$ cat src/rtl/i2c_tgt_pkg.sv
`timescale 1ns/1ps
package i2c_tgt_pkg;

  localparam int BYTE_W = 8;

  typedef enum logic [3:0] {
    ST_IDLE,
    ST_ADDR,
    ST_ADDR_ACK,
    ST_PTR,
    ST_PTR_ACK,
    ST_WDATA,
    ST_WDATA_ACK,
    ST_RDATA,
    ST_RDATA_ACK,
    ST_IGNORE
  } tgt_state_e;

endpackage

$ cat src/rtl/i2c_line_sync.sv
`timescale 1ns/1ps
module i2c_line_sync #(
  parameter int STAGES = 2
) (
  input  logic clk,
  input  logic rst_n,
  input  logic scl_i,
  input  logic sda_i,
  output logic scl_s,
  output logic sda_s,
  output logic scl_rise,
  output logic scl_fall,
  output logic start_det,
  output logic stop_det
);

  logic [STAGES-1:0] scl_ch_q, sda_ch_q;
  logic [STAGES-1:0] scl_ch_d, sda_ch_d;
  logic              scl_dly_q, sda_dly_q;

  generate
    if (STAGES == 1) begin : g_one
      always_comb begin
        scl_ch_d = scl_i;
        sda_ch_d = sda_i;
      end
    end else begin : g_many
      always_comb begin
        scl_ch_d = {scl_ch_q[STAGES-2:0], scl_i};
        sda_ch_d = {sda_ch_q[STAGES-2:0], sda_i};
      end
    end
  endgenerate

  // idle bus is high: reset the chain to ones so no false edge appears
  always_ff @(posedge clk or negedge rst_n) begin
    if (!rst_n) begin
      scl_ch_q  <= '1;
      sda_ch_q  <= '1;
      scl_dly_q <= 1'b1;
      sda_dly_q <= 1'b1;
    end else begin
      scl_ch_q  <= scl_ch_d;
      sda_ch_q  <= sda_ch_d;
      scl_dly_q <= scl_ch_q[STAGES-1];
      sda_dly_q <= sda_ch_q[STAGES-1];
    end
  end

  always_comb begin
    scl_s     = scl_ch_q[STAGES-1];
    sda_s     = sda_ch_q[STAGES-1];
    scl_rise  = scl_s & ~scl_dly_q;
    scl_fall  = ~scl_s & scl_dly_q;
    start_det = scl_s & scl_dly_q & sda_dly_q & ~sda_s;
    stop_det  = scl_s & scl_dly_q & ~sda_dly_q & sda_s;
  end

endmodule

$ cat src/rtl/i2c_target_fsm.sv
`timescale 1ns/1ps
module i2c_target_fsm
  import i2c_tgt_pkg::*;
#(
  parameter logic [6:0] DEV_ADDR = 7'h34,
  parameter int         PTR_W    = 8
) (
  input  logic              clk,
  input  logic              rst_n,
  input  logic              scl_s,
  input  logic              sda_s,
  input  logic              scl_rise,
  input  logic              scl_fall,
  input  logic              start_det,
  input  logic              stop_det,
  input  logic [BYTE_W-1:0] rdata_i,
  output logic [PTR_W-1:0]  ptr_o,
  output logic [BYTE_W-1:0] wdata_o,
  output logic              we_o,
  output logic              sda_oe_o,
  output logic              acc_live_o
);

  localparam int CNT_W = $clog2(BYTE_W + 1);
  localparam logic [CNT_W-1:0] CNT_FULL = CNT_W'(BYTE_W);
  localparam logic [CNT_W-1:0] CNT_LAST = CNT_W'(BYTE_W - 1);

  tgt_state_e        state_q, state_d;
  logic [CNT_W-1:0]  cnt_q, cnt_d;
  logic [BYTE_W-1:0] sh_q, sh_d;
  logic [PTR_W-1:0]  ptr_q, ptr_d;
  logic              rw_q, rw_d;
  logic              hack_q, hack_d;
  logic              oe_q, oe_d;
  logic              we_q, we_d;
  logic              rx_state, rx_shift, rx_done;

  always_comb begin
    rx_state = (state_q == ST_ADDR) || (state_q == ST_PTR) || (state_q == ST_WDATA);
    rx_shift = rx_state && scl_rise && (cnt_q != CNT_FULL);
    rx_done  = rx_state && scl_fall && (cnt_q == CNT_FULL);
  end

  always_comb begin
    state_d = state_q;
    cnt_d   = cnt_q;
    sh_d    = sh_q;
    ptr_d   = ptr_q;
    rw_d    = rw_q;
    hack_d  = hack_q;
    oe_d    = oe_q;
    we_d    = 1'b0;
    if (stop_det) begin
      state_d = ST_IDLE;
      oe_d    = 1'b0;
      cnt_d   = '0;
    end else if (start_det) begin
      state_d = ST_ADDR;
      oe_d    = 1'b0;
      cnt_d   = '0;
    end else if (rx_shift) begin
      sh_d  = {sh_q[BYTE_W-2:0], sda_s};
      cnt_d = cnt_q + 1'b1;
    end else if (rx_done) begin
      cnt_d = '0;
      unique case (state_q)
        ST_ADDR: begin
          if (sh_q[BYTE_W-1:1] == DEV_ADDR) begin
            state_d = ST_ADDR_ACK;
            oe_d    = 1'b1;
            rw_d    = sh_q[0];
          end else begin
            state_d = ST_IGNORE;
          end
        end
        ST_PTR: begin
          ptr_d   = PTR_W'(sh_q);
          state_d = ST_PTR_ACK;
          oe_d    = 1'b1;
        end
        default: begin
          we_d    = 1'b1;
          state_d = ST_WDATA_ACK;
          oe_d    = 1'b1;
        end
      endcase
    end else begin
      unique case (state_q)
        ST_ADDR_ACK: begin
          if (scl_fall) begin
            cnt_d = '0;
            if (rw_q) begin
              sh_d    = rdata_i;
              oe_d    = ~rdata_i[BYTE_W-1];
              state_d = ST_RDATA;
            end else begin
              oe_d    = 1'b0;
              state_d = ST_PTR;
            end
          end
        end
        ST_PTR_ACK: begin
          if (scl_fall) begin
            oe_d    = 1'b0;
            cnt_d   = '0;
            state_d = ST_WDATA;
          end
        end
        ST_WDATA_ACK: begin
          if (scl_fall) begin
            oe_d    = 1'b0;
            cnt_d   = '0;
            ptr_d   = ptr_q + 1'b1;
            state_d = ST_WDATA;
          end
        end
        ST_RDATA: begin
          if (scl_fall) begin
            if (cnt_q == CNT_LAST) begin
              cnt_d   = '0;
              oe_d    = 1'b0;
              state_d = ST_RDATA_ACK;
            end else begin
              cnt_d = cnt_q + 1'b1;
              sh_d  = {sh_q[BYTE_W-2:0], 1'b0};
              oe_d  = ~sh_q[BYTE_W-2];
            end
          end
        end
        ST_RDATA_ACK: begin
          if (scl_rise) begin
            hack_d = ~sda_s;
            if (!sda_s) ptr_d = ptr_q + 1'b1;
          end else if (scl_fall) begin
            if (hack_q) begin
              sh_d    = rdata_i;
              oe_d    = ~rdata_i[BYTE_W-1];
              state_d = ST_RDATA;
            end else begin
              oe_d    = 1'b0;
              state_d = ST_IGNORE;
            end
          end
        end
        default: ;
      endcase
    end
  end

  always_ff @(posedge clk or negedge rst_n) begin
    if (!rst_n) begin
      state_q <= ST_IDLE;
      cnt_q   <= '0;
      sh_q    <= '0;
      ptr_q   <= '0;
      rw_q    <= 1'b0;
      hack_q  <= 1'b0;
      oe_q    <= 1'b0;
      we_q    <= 1'b0;
    end else begin
      state_q <= state_d;
      cnt_q   <= cnt_d;
      sh_q    <= sh_d;
      ptr_q   <= ptr_d;
      rw_q    <= rw_d;
      hack_q  <= hack_d;
      oe_q    <= oe_d;
      we_q    <= we_d;
    end
  end

  always_comb begin
    ptr_o      = ptr_q;
    wdata_o    = sh_q;
    we_o       = we_q;
    sda_oe_o   = oe_q;
    acc_live_o = (state_q == ST_PTR_ACK) || (state_q == ST_WDATA) ||
                 (state_q == ST_WDATA_ACK) || (state_q == ST_RDATA) ||
                 (state_q == ST_RDATA_ACK);
  end


  sda_chg_scl_low_chk: assert property (@(posedge clk) disable iff (!rst_n)
    !$stable(oe_q) |-> !scl_s);


  we_single_pulse_chk: assert property (@(posedge clk) disable iff (!rst_n)
    we_q |=> !we_q);


  ignore_no_drive_chk: assert property (@(posedge clk) disable iff (!rst_n)
    (state_q == ST_IGNORE) |-> (!oe_q && !we_q));


  bit_cnt_range_chk: assert property (@(posedge clk) disable iff (!rst_n)
    cnt_q <= CNT_FULL);

endmodule

$ cat src/rtl/i2c_freeze_ctl.sv
`timescale 1ns/1ps
module i2c_freeze_ctl #(
  parameter int               PTR_W  = 8,
  parameter logic [PTR_W-1:0] FRZ_LO = 8'h10,
  parameter logic [PTR_W-1:0] FRZ_HI = 8'h1F
) (
  input  logic             clk,
  input  logic             rst_n,
  input  logic             acc_live,
  input  logic [PTR_W-1:0] ptr,
  input  logic             stop_det,
  output logic             freeze_o
);

  logic frz_q, frz_d;
  logic in_win;

  always_comb begin
    in_win = (ptr >= FRZ_LO) && (ptr <= FRZ_HI);
    frz_d  = frz_q;
    if (stop_det)                frz_d = 1'b0;
    else if (acc_live && in_win) frz_d = 1'b1;
  end

  always_ff @(posedge clk or negedge rst_n) begin
    if (!rst_n) frz_q <= 1'b0;
    else        frz_q <= frz_d;
  end

  assign freeze_o = frz_q;


  freeze_stop_rel_chk: assert property (@(posedge clk) disable iff (!rst_n)
    stop_det |=> !frz_q);


  freeze_rise_cause_chk: assert property (@(posedge clk) disable iff (!rst_n)
    $rose(frz_q) |-> $past(acc_live && in_win));

endmodule

$ cat src/rtl/i2c_regbank_target.sv
`timescale 1ns/1ps
module i2c_regbank_target
  import i2c_tgt_pkg::*;
#(
  parameter logic [6:0] DEV_ADDR    = 7'h34,
  parameter int         PTR_W       = 8,
  parameter int         SYNC_STAGES = 2,
  parameter logic [PTR_W-1:0] FRZ_LO = 8'h10,
  parameter logic [PTR_W-1:0] FRZ_HI = 8'h1F
) (
  input  logic              clk,
  input  logic              rst_n,
  input  logic              scl_i,
  input  logic              sda_i,
  output logic              sda_oe_o,
  output logic [PTR_W-1:0]  reg_addr_o,
  output logic [BYTE_W-1:0] reg_wdata_o,
  output logic              reg_we_o,
  input  logic [BYTE_W-1:0] reg_rdata_i,
  output logic              freeze_o
);

  logic [1:0] rst_pipe_q;
  logic       rst_n_s;
  logic       scl_s, sda_s, scl_rise, scl_fall, start_det, stop_det;
  logic       acc_live;

  // asynchronous assert, synchronous release
  always_ff @(posedge clk or negedge rst_n) begin
    if (!rst_n) rst_pipe_q <= 2'b00;
    else        rst_pipe_q <= {rst_pipe_q[0], 1'b1};
  end
  assign rst_n_s = rst_pipe_q[1];

  i2c_line_sync #(.STAGES(SYNC_STAGES)) sync_i (
    .clk       (clk),
    .rst_n     (rst_n_s),
    .scl_i     (scl_i),
    .sda_i     (sda_i),
    .scl_s     (scl_s),
    .sda_s     (sda_s),
    .scl_rise  (scl_rise),
    .scl_fall  (scl_fall),
    .start_det (start_det),
    .stop_det  (stop_det)
  );

  i2c_target_fsm #(.DEV_ADDR(DEV_ADDR), .PTR_W(PTR_W)) fsm_i (
    .clk        (clk),
    .rst_n      (rst_n_s),
    .scl_s      (scl_s),
    .sda_s      (sda_s),
    .scl_rise   (scl_rise),
    .scl_fall   (scl_fall),
    .start_det  (start_det),
    .stop_det   (stop_det),
    .rdata_i    (reg_rdata_i),
    .ptr_o      (reg_addr_o),
    .wdata_o    (reg_wdata_o),
    .we_o       (reg_we_o),
    .sda_oe_o   (sda_oe_o),
    .acc_live_o (acc_live)
  );

  i2c_freeze_ctl #(.PTR_W(PTR_W), .FRZ_LO(FRZ_LO), .FRZ_HI(FRZ_HI)) frz_i (
    .clk      (clk),
    .rst_n    (rst_n_s),
    .acc_live (acc_live),
    .ptr      (reg_addr_o),
    .stop_det (stop_det),
    .freeze_o (freeze_o)
  );

endmodule

$ cat config.mk
export PLATFORM = sky130hd
export DESIGN_NAME = i2c_regbank_target
export DESIGN_NICKNAME = d
export VERILOG_FILES = /design/src/rtl/i2c_tgt_pkg.sv /design/src/rtl/i2c_line_sync.sv /design/src/rtl/i2c_target_fsm.sv /design/src/rtl/i2c_freeze_ctl.sv /design/src/rtl/i2c_regbank_target.sv
export SDC_FILE = /design/constraint.sdc
export NUM_CORES = 1
export LEC_CHECK = 0
export ABC_AREA = 1
export CAP_MARGIN = 20
export CORE_MARGIN = 8
export CORE_UTILIZATION = 50
export CTS_CLUSTER_SIZE = 30
export DETAILED_ROUTE_END_ITERATION = 6
export DONT_BUFFER_PORTS = 1
export HOLD_SLACK_MARGIN = 0.03
export PLACE_DENSITY = 0.65
export SLEW_MARGIN = 40
export SYNTH_ARGS = -nofsm -noshare
export SYNTH_HDL_FRONTEND = slang
export SYNTH_SLANG_ARGS = --single-unit
$ cat constraint.sdc
create_clock -name clk -period 1.2 [get_ports clk]
set_input_delay 0.18 -clock clk [delete_from_list [all_inputs] [get_ports clk]]
set_output_delay 0.18 -clock clk [all_outputs]
set_load 0.005 [all_outputs]
Word-level counts from Yosys, hierarchy flattened. Cells that the tools add are included.

Memories: 0. Input bits: 12. Logic and storage cells: 157. Latch bits: 0. RAM bits: 0. Bits in read-only memories: 0. Bits in registers: 37. Output and inout port bits: 19.

$add $sub $neg: 2. Shifts and indexed selects: 0. Bitwise gates (word level): 17. Equality and inequality tests: 34. $lt $le $gt $ge: 2. Muxes and demuxes: 61. Multipliers: 0. Div/mod/pow operators: 0. Reduce and logical (&&, ||, !) cells: 27.

Operator list (number): 2-to-1 mux 8 bit (14); 2-to-1 mux 4 bit (19); one-hot mux 8 bit (3 select lines) (1); AND reduction 8 bit (3); 2-to-1 mux 1 bit (21); inequality test 3 x 1 -> 1 bit, second input constant (7); == test 4 x 3 -> 1 bit, second input constant (5); inequality test 5 x 2 -> 1 bit, second input constant (4); one-hot mux 4 bit (2 select lines) (2); one-hot mux 4 bit (4 select lines) (1); one-hot mux 8 bit (2 select lines) (1); AND reduction 6 bit (2); AND reduction 11 bit (1); NOT 1 bit (10); inequality test 3 x 2 -> 1 bit, second input constant (3); adder 8 x 1 -> 8 bit, second input constant (1); == test 4 x 2 -> 1 bit, second input constant (2); == test 4 bit, second input constant (2); >= comparator 8 x 5 -> 1 bit, second input constant (1); less-or-equal comparator 8 x 5 -> 1 bit, second input constant (1); AND 1 bit (7); == test 7 x 6 -> 1 bit, second input constant (1); nonzero test 7 bit (1); logical AND 1 bit (6); other kinds (21) (27).

Longest topological paths before layout.
Word-level depth: 9. Mapped depth: 13. Gate-level depth less buffers: 12.

Modules after synthesis. A second synthesis with hierarchy kept.

Cell total of the unflattened synthesis: 332. Area, all modules: 2391.0 um^2.

By module, submodules not included: i2c_target_fsm (seq. area each 700.7 um^2, instances 1, cells an instance 304, area an instance 2080.7 um^2); i2c_line_sync (seq. area each 157.7 um^2, instances 1, cells an instance 17, area an instance 198.9 um^2); i2c_freeze_ctl (seq. area each 25.0 um^2, instances 1, cells an instance 8, area an instance 57.6 um^2); i2c_regbank_target (seq. area each 50.0 um^2, instances 1, cells an instance 3, area an instance 53.8 um^2).

Worst setup path before layout. No wires, ideal clock.

Path kind: reg2reg. From: register fsm_i.cnt_q[0]. To: register fsm_i.sh_q[6] (netlist: fsm_i.wdata_o[6]). Data arrival time: 1.543 ns. Required time: 1.124 ns. Clock period less this slack: 1.619 ns. Path slack: -0.419 ns. Stages on the path, launching flop included: 13. Buffers on the path: 1. Library setup time: 0.076 ns. Path through: dfrtp_1 inv_1 ha_1 nand2_1 nor2_1 nor2_1 nand2_4 nand2_4 buf_6 nor2_1 a21oi_1 nand2_1 o21ai_1.

Cells in the longest elaborated chain, start to end: 4. Elaborated cells between the ends (all ways): 16. Those cells by class: eq/ne (11); mux (1); reduce/logical (4).

Ends and longest elaborated chain: start: declaration (line i2c_target_fsm.sv:29) `logic [CNT_W-1:0] cnt_q, cnt_d;`; start signal: assignment (line i2c_target_fsm.sv:162) `cnt_q <= cnt_d;`; inequality test 4 bit / == test 4 bit (equally long branches) (line i2c_target_fsm.sv:40, i2c_target_fsm.sv:41); logical AND 1 bit, on equally long branches (line i2c_target_fsm.sv:40, i2c_target_fsm.sv:41); inequality test 3 x 1 -> 1 bit (no source line) (tied with other cells); AND reduction 11 bit (no source line); end signal: assignment (line i2c_target_fsm.sv:154) `sh_q <= '0;`; end signal: assignment (line i2c_target_fsm.sv:163) `sh_q <= sh_d;`; end: declaration (line i2c_target_fsm.sv:30) `logic [BYTE_W-1:0] sh_q, sh_d;`.

Parallel ways exist; a longest one is shown, timed or not. A chain may end at the register's enable or synchronous reset.

Worst setup path after layout.
From: register fsm_i.cnt_q[0]. To: register fsm_i.ptr_q[4] (netlist: fsm_i.ptr_o[4]).

Cells in the longest elaborated chain, start to end: 4. Elaborated cells between the ends (all ways): 12. Those cells by class: eq/ne (6); mux (1); bitwise (1); reduce/logical (4).

Ends and longest elaborated chain: == test 4 bit / inequality test 4 bit (equally long branches) (line i2c_target_fsm.sv:41, i2c_target_fsm.sv:40); logical AND 1 bit, on equally long branches (line i2c_target_fsm.sv:41, i2c_target_fsm.sv:40); inequality test 3 x 1 -> 1 bit (no source line) (tied with other cells); AND reduction 8 bit (no source line); end signal: assignment (line i2c_target_fsm.sv:164) `ptr_q <= ptr_d;`; end: declaration (line i2c_target_fsm.sv:31) `logic [PTR_W-1:0] ptr_q, ptr_d;`.

Parallel ways exist; a longest one is shown, timed or not.

==> results <==
- The repair_antennas step left the layout with diodes totalling 0.
- Entering global routing, the biggest net connects 36 pins.
- After synthesis, the largest area contributor takes up about a third of total cell area.
- The worst-case clock skew is between 0.005 and 0.006 ns.
- The aggregate global-route resource usage is a little under a fifth.
- The number of hold-slack violations in the final timing report came to 0.
- The clock drives 37 sinks.
- The final critical-path setup slack is -0.4916 ns.
- The final layout contains 425 nets.
- The number of flops mapped to enable cells by yosys is 0.
- The worst setup path is captured at a flip-flop.
- The final wirelength is between 7 and 8 mm.
- The routed design could run at a clock period as short as approximately 1.7 ns.
- The total count of max-transition violations in the final report was 0.
- The critical path is of the flip-flop to flip-flop type.
- Setup repair after global routing could not meet its margin everywhere.
- The max-cap check violation count is 0.
- The analysis attributes to net switching a power of ~4.0 mW.
- Ranked by total cell area, the synthesized netlist is headed by dfrtp_1 (33%), nand2_1 (16%), dfstp_2 (6.7%).
- The first detailed-routing pass ran for 4 iterations.
- The commonest cells after synthesis are nand2_1 (102), inv_1 (36), nor2_1 (36).
- The routed via count divided by cell count is 5.252.
- The H-tree was split into 2 levels.
- The first global-routing pass estimated around 11 mm of wire.
- Per report_power, the combinational group accounts for roughly 63% of the total.
- Clock-pin slew was measured on the worst setup and hold paths at roughly 0.080 ns.
- The worst hold path belongs to the class input pin to asynchronous set/reset pin.
- The standard-cell row count is 25.
- By instance count, the leading cell after synthesis is nand2_1.
- The total number of vias is 2437.
- The post-synthesis cell type with the largest combined area is dfrtp_1.
- The CTS tree is built.
- The flow ran to the end, but the final reports show violations.
- Of all nets on the critical path, the largest fanout is 8.
- The tightest hold path in the finished design has a slack of approximately 0.11 ns.
- The die area is between 7000 and 8000 um^2.
- The number of buffers inserted by port buffering is 0.
- The initial antenna violation count is 0.
- The number of synthesis warnings is 0.
- The detail route stage leaves a number of antenna-violating nets equal to 0.
- Data on the critical path arrives at its endpoint at about 1.9 ns.
- The element type at the critical path start is a flip-flop.
- Of the cells placed in the final design, the portion with a size suffix greater than 1 is 46.10%.
- In the global route stage, met3 resource usage came out at 4.585%.
- The clock passes through at most 2 buffers.
- The core region is 4629 um^2.
- Setup violations remaining at the end of the flow were counted as 28.
- Synthesis inferred 37 register bits.
- The power density relative to cell area is 2438 nW/um^2.
- The portion of the clock cycle consumed by the worst path in the final layout is 141.0%.
- The total CTS buffers is 5.
- The cell area after technology mapping is roughly 2400 um^2.
- The chip width is around 85 um.
- Measured along the y axis, the die boundary spans approximately 85 um.
- Of all flip-flops after synthesis, the portion carrying an async set or reset was between 90% and 100%.
- The highest-utilization routing layer at the global route stage is met2.
- Global routing used 22.33% of the available met1 tracks.
- In the routed design, unresolved DRC markers number 0.
- The part of the Yosys area used for sequential elements is 39.60%.
- The HPWL after detailed placement is roughly 4.6 mm.
- The count of boundary I/O pins is 31.
- For this block, the initial DRC count from the detailed router was around 150.
- For the final routed database, the setup TNS stands at -11.45 ns.
- The checks that failed: setup timing.
- The clock power share is roughly an eighth.
- The worst-case reg-to-reg path depth is 11.
- The placed cell count is approximately 440.
- The clock latency on the worst-skew pair is 0.30 ns.
- The via count of the first global-routing pass was 2350.
- The met2 usage is about 30%.
- The total power draw is a little under 9 mW.
- The predominant post-synthesis flop cell is dfrtp_1.
- The routability congestion estimate from global placement is about 0.97.
- The fraction of power spent switching nets is between 40 and 50%.
- The peak ir drop on the vdd network is 0.001330 V.
- The initial utilization of the core area, before any placement, comes to 50.92%.
- The fraction of power consumed by sequential logic is 24.2%.
- The number of cells in the finished layout apart from fillers is ~460.
- The post-synthesis area per instance is 7.143 um^2.
- The worst endpoint required time is approximately 1.4 ns.
- The cell sitting at the root of the clock tree is a clkbuf_8.
- The number of nets handed over by synthesis was around 350.
- Cell internal power was estimated by the tool at 4.655 mW.
- The layout-stage area growth over the synthesis result is 50.42%.
- The netlist uses 31 different library cells.
- The number of filler cells placed in the layout is around 330.
- The leakage component of the power is ~1.7 nW.
- After detailed routing, the average wire length per cell comes to 15.57 um.
- The post-synthesis instance total is 330.
- Derived from the worst setup path, the maximum achievable clock frequency is between 0.5 and 0.6 GHz.
- Global routing finished with a remaining overflow of 0.
## cells in the final DEF, fill, tap and decap left out, types with 9 or more instances in the layout
cell	instances
nand3_1	22
nand2_1	77
dfrtp_1	28
nor2_1	17
nor2_4	18
a21oi_2	9
o21ai_1	16
nand2_2	25
buf_6	10
buf_4	60
inv_2	9
inv_1	30
## final cells by class
| class | count | area, um^2 | share of cell area, % |
|---|---|---|---|
| inverters | 41 | 161.4 | 4.552 |
| clock buffers | 5 | 68.82 | 1.941 |
| multi-input cells | 249 | 1637 | 46.15 |
| well taps | 54 | 67.56 | 1.905 |
| flip-flops and latches | 37 | 937.1 | 26.43 |
| clock inverters | 3 | 46.29 | 1.306 |
| repair buffers | 75 | 628.1 | 17.71 |
## per-layer routing
metal | up-vias | part of all wire, %
li1 | 1215 | -
met1 | 1133 | 41
met2 | 67 | 52
met3 | 22 | 4.3
met4 | 0 | 3.4
met5 | - | 0
## logic make-up (layout without fill, tap and decap cells)
group / after synthesis / in the layout / synth area share (%)
flip-flops: 37 / 37 / 39.60
AO/OA/AOI/OAI: 40 / 40 / 9.077
AND/OR/NAND/NOR: 196 / 199 / 38.43
buffers and inverters: 47 / 124 / 8.758
XOR/XNOR: 5 / 5 / 1.858
adder cells (fa/ha/maj): 4 / 4 / 2.123
other: 1 / 1 / 0.1591
## worst paths after layout
check	from	to	slack [ns]
max in group asynchronous	rst_pipe_q[1]	sync_i.scl_ch_q[0]	0.71
setup / recovery	fsm_i.cnt_q[0]	fsm_i.ptr_o[4]	-0.49
hold / removal	rst_n	rst_pipe_q[0]	0.11
setup reg to reg	fsm_i.cnt_q[0]	fsm_i.ptr_o[4]	-0.49
hold reg to reg	rst_pipe_q[1]	fsm_i.cnt_q[2]	0.25
min in group clk	reg_rdata_i[1]	fsm_i.wdata_o[1]	0.13
## flip-flops by register name, indices dropped and copies added, names as in the netlist
name / count
fsm_i.hack_q: 1
fsm_i.cnt_q: 4
fsm_i.ptr_o: 8
fsm_i.rw_q: 1
fsm_i.we_o: 1
frz_i.freeze_o: 1
sync_i.sda_dly_q: 1
fsm_i.wdata_o: 8
fsm_i.state_q: 4
sync_i.scl_ch_q: 2
sync_i.scl_dly_q: 1
rst_pipe_q: 2
fsm_i.sda_oe_o: 1
sync_i.sda_ch_q: 2
## what timing repair did
action	CTS	global route
hold buffers	3	0
setup endpoints to repair	28	29
gates resized for setup	37	78
setup buffers	6	1
endpoints found under the hold margin	4	0
pin swaps	18	29
cloned	2	1
## power groups by stage
stage / clock [mW] / combinational, mW / sequential (mW)
floorplan: 0 / 2.53 / 2.06
global placement: 0 / 4.11 / 2.05
detailed placement: 0 / 4.18 / 2.07
CTS: 1.14 / 4.68 / 2.05
global route: 1.19 / 5.90 / 2.16
finish: 1.13 / 5.42 / 2.10
## metrics by stage
step           area (um^2)  utilization (%)  worst slack, ns
2_1_floorplan         2381                -          -0.3597
3_3_place_gp          2898            62.59          -0.4547
3_5_place_dp          2898            62.59          -0.4991
4_1_cts               3252            70.24          -0.4645
5_1_grt               3546            76.59          -0.5849
6_report              3546            76.59          -0.4916
## critical path, cell delays in order, from the launching register on
cell	delay [ns]
dfrtp_1	0.41
inv_2	0.09
ha_4	0.16
nand2_4	0.06
nor2_4	0.11
nor2_4	0.05
a21oi_2	0.19
nand2_2	0.10
nor2_4	0.17
nand2_4	0.11
nand2_1	0.08
nand2_1	0.05
(Power assumes the default switching activity.)
